**config.mk**
```make
export PLATFORM = sky130hd
export DESIGN_NAME = uart_pin_shell
export DESIGN_NICKNAME = d
export VERILOG_FILES = /design/src/rtl/uart_shell_pkg.sv /design/src/rtl/baud_ticker.sv /design/src/rtl/tx_serializer.sv /design/src/rtl/pin_frame.sv /design/src/rtl/uart_pin_shell.sv
export SDC_FILE = /design/constraint.sdc
export NUM_CORES = 1
export LEC_CHECK = 0
export BUFFER_PORTS_ARGS = -buffer_cell sky130_fd_sc_hd__buf_2
export CAP_MARGIN = 10
export CORE_ASPECT_RATIO = 1.2
export CORE_MARGIN = 2
export CORE_UTILIZATION = 30
export DETAILED_ROUTE_END_ITERATION = 10
export PLACE_DENSITY = 0.53
export SETUP_SLACK_MARGIN = 0.2
export SYNTH_ARGS = -nofsm -noshare
export SYNTH_HDL_FRONTEND = slang
export SYNTH_SLANG_ARGS = --single-unit
```
**constraint.sdc**
```tcl
create_clock -name clk -period 2.35 [get_ports clk]
set_clock_uncertainty 0.05 [all_clocks]
set_input_delay 0.705 -clock clk [delete_from_list [all_inputs] [get_ports clk]]
set_output_delay 0.705 -clock clk [all_outputs]
set_load 0.02 [all_outputs]
```
**src/rtl/uart_shell_pkg.sv**
```systemverilog
package uart_shell_pkg;
    typedef enum logic [1:0] {
        TX_IDLE  = 2'd0,
        TX_START = 2'd1,
        TX_DATA  = 2'd2,
        TX_STOP  = 2'd3
    } tx_state_e;
endpackage

```
**src/rtl/baud_ticker.sv**
```systemverilog
module baud_ticker #(
    parameter int DIV_W = 16
) (
    input  logic             clk,
    input  logic             rst_n,
    input  logic             restart,
    input  logic             run,
    input  logic [DIV_W-1:0] div_in,
    output logic             tick
);
    typedef struct packed {
        logic [DIV_W-1:0] cnt;
        logic [DIV_W-1:0] div;
    } tick_regs_t;

    tick_regs_t r_d, r_q;

    always_comb begin
        r_d  = r_q;
        tick = run && (r_q.cnt == r_q.div);
        if (restart) begin
            r_d.cnt = '0;
            r_d.div = div_in;          // divisor frozen for the whole frame
        end else if (!run || tick) begin
            r_d.cnt = '0;
        end else begin
            r_d.cnt = r_q.cnt + 1'b1;
        end
    end

    always_ff @(posedge clk) begin
        if (!rst_n) r_q <= '0;
        else        r_q <= r_d;
    end

    // the count never passes the captured divisor while running
    assert_cnt_in_range_R1: assert property (@(posedge clk) disable iff (!rst_n)
        run |-> (r_q.cnt <= r_q.div));
endmodule

```
**src/rtl/tx_serializer.sv**
```systemverilog
module tx_serializer
    import uart_shell_pkg::*;
#(
    parameter int DATA_W = 8
) (
    input  logic              clk,
    input  logic              rst_n,
    input  logic              load,
    input  logic [DATA_W-1:0] data,
    input  logic              tick,
    output logic              accept,
    output logic              busy,
    output logic              line
);
    localparam int BIT_W = (DATA_W > 1) ? $clog2(DATA_W) : 1;
    localparam logic [BIT_W-1:0] LAST_BIT = BIT_W'(DATA_W - 1);

    typedef struct packed {
        tx_state_e         state;
        logic [DATA_W-1:0] shreg;
        logic [BIT_W-1:0]  bitn;
        logic              line;
    } tx_regs_t;

    tx_regs_t s_d, s_q;

    assign busy   = (s_q.state != TX_IDLE);
    assign accept = load && (s_q.state == TX_IDLE);
    assign line   = s_q.line;

    always_comb begin
        s_d = s_q;
        unique case (s_q.state)
            TX_IDLE: begin
                s_d.line = 1'b1;
                if (load) begin
                    s_d.state = TX_START;
                    s_d.shreg = data;
                    s_d.line  = 1'b0;
                end
            end
            TX_START: begin
                if (tick) begin
                    s_d.state = TX_DATA;
                    s_d.bitn  = '0;
                    s_d.line  = s_q.shreg[0];
                end
            end
            TX_DATA: begin
                if (tick) begin
                    if (s_q.bitn == LAST_BIT) begin
                        s_d.state = TX_STOP;
                        s_d.line  = 1'b1;
                    end else begin
                        s_d.shreg = s_q.shreg >> 1;
                        s_d.line  = s_q.shreg[1];
                        s_d.bitn  = s_q.bitn + 1'b1;
                    end
                end
            end
            TX_STOP: begin
                if (tick) begin
                    s_d.state = TX_IDLE;
                    s_d.line  = 1'b1;
                end
            end
            default: s_d.state = TX_IDLE;
        endcase
    end

    always_ff @(posedge clk) begin
        if (!rst_n) begin
            s_q.state <= TX_IDLE;
            s_q.shreg <= '0;
            s_q.bitn  <= '0;
            s_q.line  <= 1'b1;
        end else begin
            s_q <= s_d;
        end
    end

    // a frame always opens with a low start bit
    assert_start_bit_low_R2: assert property (@(posedge clk) disable iff (!rst_n)
        $rose(busy) |-> (line == 1'b0));
    // the line rests high between frames
    assert_idle_line_high_R3: assert property (@(posedge clk) disable iff (!rst_n)
        !busy |-> line);
    // busy falls right after the final stop-bit cycle
    assert_stop_ends_busy_R7: assert property (@(posedge clk) disable iff (!rst_n)
        (s_q.state == TX_STOP && tick) |=> !busy);
    // a load during a frame leaves the shifted data alone
    assert_busy_load_ignored_R8: assert property (@(posedge clk) disable iff (!rst_n)
        (busy && load && !tick) |=> $stable(s_q.shreg));
endmodule

```
**src/rtl/pin_frame.sv**
```systemverilog
module pin_frame #(
    parameter int PORT_W = 8,
    parameter int REG_W  = 6
) (
    input  logic              ena,
    input  logic              line,
    input  logic              halted,
    input  logic [REG_W-1:0]  reg_bits,
    output logic [PORT_W-1:0] out_port,
    output logic [PORT_W-1:0] bidir_out,
    output logic [PORT_W-1:0] bidir_oe
);
    localparam int USED_W = REG_W + 2;

    logic [USED_W-1:0] packed_pins;

    assign packed_pins = {reg_bits, halted, line};

    generate
        if (PORT_W > USED_W) begin : g_pad
            assign out_port = ena ? {{(PORT_W-USED_W){1'b0}}, packed_pins} : '0;
        end else begin : g_fit
            assign out_port = ena ? packed_pins[PORT_W-1:0] : '0;
        end
    endgenerate

    assign bidir_out = '0;
    assign bidir_oe  = '0;
endmodule

```
**src/rtl/uart_pin_shell.sv**
```systemverilog
module uart_pin_shell #(
    parameter int PORT_W = 8,
    parameter int DATA_W = 8,
    parameter int REG_W  = 6
) (
    input  logic              clk,
    input  logic              rst_n,
    input  logic              ena,
    input  logic [PORT_W-1:0] in_lo,
    input  logic [PORT_W-1:0] in_hi,
    input  logic              tx_load,
    input  logic [DATA_W-1:0] tx_byte,
    input  logic              core_halted,
    input  logic [REG_W-1:0]  r5_bits,
    output logic              tx_busy,
    output logic [PORT_W-1:0] out_port,
    output logic [PORT_W-1:0] bidir_out,
    output logic [PORT_W-1:0] bidir_oe
);
    localparam int DIV_W = 2 * PORT_W;

    logic [DIV_W-1:0] divisor;
    logic             accept;
    logic             tick;
    logic             line;

    assign divisor = {in_hi, in_lo};

    baud_ticker #(.DIV_W(DIV_W)) u_ticker (
        .clk     (clk),
        .rst_n   (rst_n),
        .restart (accept),
        .run     (tx_busy),
        .div_in  (divisor),
        .tick    (tick)
    );

    tx_serializer #(.DATA_W(DATA_W)) u_ser (
        .clk    (clk),
        .rst_n  (rst_n),
        .load   (tx_load),
        .data   (tx_byte),
        .tick   (tick),
        .accept (accept),
        .busy   (tx_busy),
        .line   (line)
    );

    pin_frame #(.PORT_W(PORT_W), .REG_W(REG_W)) u_pins (
        .ena       (ena),
        .line      (line),
        .halted    (core_halted),
        .reg_bits  (r5_bits),
        .out_port  (out_port),
        .bidir_out (bidir_out),
        .bidir_oe  (bidir_oe)
    );

    // an accepted load makes busy visible on the next cycle
    assert_accept_sets_busy_R7: assert property (@(posedge clk) disable iff (!rst_n)
        (tx_load && !tx_busy) |=> tx_busy);
endmodule

```
==> results.yml <==
floorplanning:
  io_pins: 60
  core_area_sq_um: 8020
  fp-row-count: 36
  chipWidth_um: 86.6
  start_util: 0.306
  fp.dieH_um: 103
  die_area_sq_um: 8920
synth:
  synthesis.area_sq_um: 2450
  seq_area_frac_synth: 0.375
  syn_inst: 285
  synth_cell_types: 35
  yosysWarningCount: 0
  synth_top_cell_area_share: 0.375
  synth_area_leader_cell: "dfxtp_1"
  synth_area_leaders: "dfxtp_1 38%, nand2_1 9.2%, xnor2_1 7.1%"
  ys_ff_latch: 46
  synth_area_per_cell_sq_um: 8.61
sta:
  finalSetupViolCount: 0
  slew_violations: 0
  fin_crit_sh: 0.865
  hold_viol: 0
  slew-limit-headroom: 0.555
  fmax_mhz: 492
  tns_ps: 0
  worst_hold_slack_ps: 415
  worst_pin_slew_ps: 662
  rsz0062_at_grt: "no"
  finalCriticalPeriod_ps: 2030
grt:
  antenna_found_initial: 0
  grt_max_degree: 45
  grt_pass1_wl_um: 7820
  grt_pass1_vias: 1751
  grt.overflow.total: 0
  grt_usage: 0.110
worst_setup_path:
  cp.required_ps: 1590
  critPathLaunchType: "flip-flop"
  crit_path_max_fanout: 7
  arrival_ps: 1280
  critical_path_class: "reg -> out"
  end_kind: "output port"
clocking:
  cts_tree: "built"
  clock_sinks: 46
  hold_buffers: 0
  clkTransAtPathRegs_ps: 90
  clockBufferDepth: 2
  cts-root-buf: "clkbuf_8"
  cts_buffers: 5
  h-tree-depth: 2
  clk_latency_ps: 300
drt:
  routed_wl_um: 4790
  vias: 1869
  top_layer: "met4"
  viasPerCell: 4.43
  met1Wirelength_um: 2190
  wl_per_cell_um: 11.4
  wl_met3_um: 142
  ant_nets: 0
  drc_errors: 0
  first_iter_violations: 61
  drtPass1Iterations: 4
  wl_met2_um: 2380
cells_and_area:
  nets: 369
  antenna_cells: 0
  final_cells: 422
  layout-drive-gt1-share: 0.214
  areaGrowthSynthToFinish_pct: 14.6
  n_fill_cell: 840
power_and_ir_drop:
  clock_power_share: 0.241
  total_power_uw: 2490
  p_switching_uw: 891
  power_leakage_uw: 0.00116
  comb_power_share: 0.361
  seqPwrFrac: 0.399
  powerDensity_nw_per_um2: 886
  switching_share: 0.357
  p_int_uw: 1600
  vdd_drop_max_uv: 470
job:
  max_cap_viol_count: 0
place:
  dp_hpwl_um: 3660
  port_buffers: 43
  placedCellCount: 414
  globalplace.congestion: 0.813
hold_path:
  hp-class: "reg -> reg"
outcome:
  status: "completed"
## sequential cells by signal (all words and copies together) (netlist names)
| name | flops |
|---|---|
| u_ser.line | 1 |
| u_ser.s_q | 13 |
| u_ticker.r_q | 32 |
## cell usage after synthesis
master     n
nand2_1   60
dfxtp_1   46
xnor2_1   20
nor2_1    17
a21boi_0  16
buf_4     16
mux2i_1   13
nand3_1   10
xor2_1    10
and2_1     9
clkbuf_1   9
ha_1       8
mux2_2     8
inv_1      7
nand4_1    7
a21oi_1    3
nor3_1     3
o21ai_0    3
and3_1     2
buf_6      2
nor3b_1    2
a21oi_2    1
a32o_1     1
and3_2     1
buf_1      1
conb_1     1
nand2b_1   1
nand3b_1   1
nand4_2    1
nor2_2     1
nor2b_1    1
nor4_1     1
nor4_4     1
o22ai_1    1
or3b_1     1
## per-layer routing
layer	vias to the layer above	global-route usage
met5	-	0
met3	8	0.0232
met2	34	0.186
li1	986	-
met1	841	0.138
met4	0	0.0397
## worst paths after layout
path                    to        startpoint  slack [ps]  cells after the start
max                tx_busy     u_ser.s_q[13]         320                      4
min           u_ser.s_q[8]      u_ser.s_q[8]         410                      2
max reg2reg  u_ser.s_q[11]  u_ticker.r_q[18]         430                      5
min reg2reg   u_ser.s_q[8]      u_ser.s_q[8]         410                      2
## worst max-delay path, stage by stage (launching register included)
cell and delay [ps]:
dfxtp_1 380, inv_1 90, ha_2 220, inv_1 110
buf_2 180
## power by group through the flow
stage	clock (uW)	combinational (uW)	sequential, uW
after floorplan	0	744	984
after global placement	0	901	1010
after detailed placement	0	905	1010
after CTS	617	914	996
after global routing	658	1010	1010
final	600	898	994
## final cells by class
class / instances / area [sq um] / share of cell area
Tap cell: 95 / 119 / 0.0423
Clock buffer: 5 / 68.8 / 0.0245
Clock inverter: 3 / 45.0 / 0.0160
Multi-Input combinational cell: 219 / 1390 / 0.493
Inverter: 7 / 26.3 / 0.00935
Sequential cell: 46 / 922 / 0.328
Timing Repair Buffer: 47 / 245 / 0.0872
## layout by cell type, fill, tap and decap left out, types with 8 or more instances in the layout
cell and instances:
nand2_1 60, dfxtp_1 45, buf_2 43, xnor2_1 20, nor2_1 17, a21boi_0 16
conb_1 16, mux2i_1 13, nand3_1 10, xor2_1 10, and2_1 9, mux2_2 8
## stage by stage
step	utilization	cell area, sq um	setup slack, ps
after floorplan	-	2510	563
after global placement	0.336	2690	428
after detailed placement	0.336	2690	412
after CTS	0.350	2810	263
after global routing	0.351	2810	240
final	0.351	2810	318
## logic make-up (layout without fill, tap and decap cells)
kind of cell,Yosys count,count (layout),synth area share
xor gates and xnor gates,30,30,0.107
and+or+nand+nor,119,119,0.230
AOI/OAI and AO/OA,25,25,0.0714
buffers and inverters,35,62,0.0841
DFF,46,46,0.375
other,1,16,0.00153
muxes,21,21,0.0897
adders and majority gates,8,8,0.0408
## timing repair
action                                  in CTS  in global routing
setup buffers                                0                  0
resized for setup                            1                  1
endpoints found under the setup margin       1                  1
hold endpoints to repair                     0                  0
Note: power is estimated with default switching activity, not from simulation.
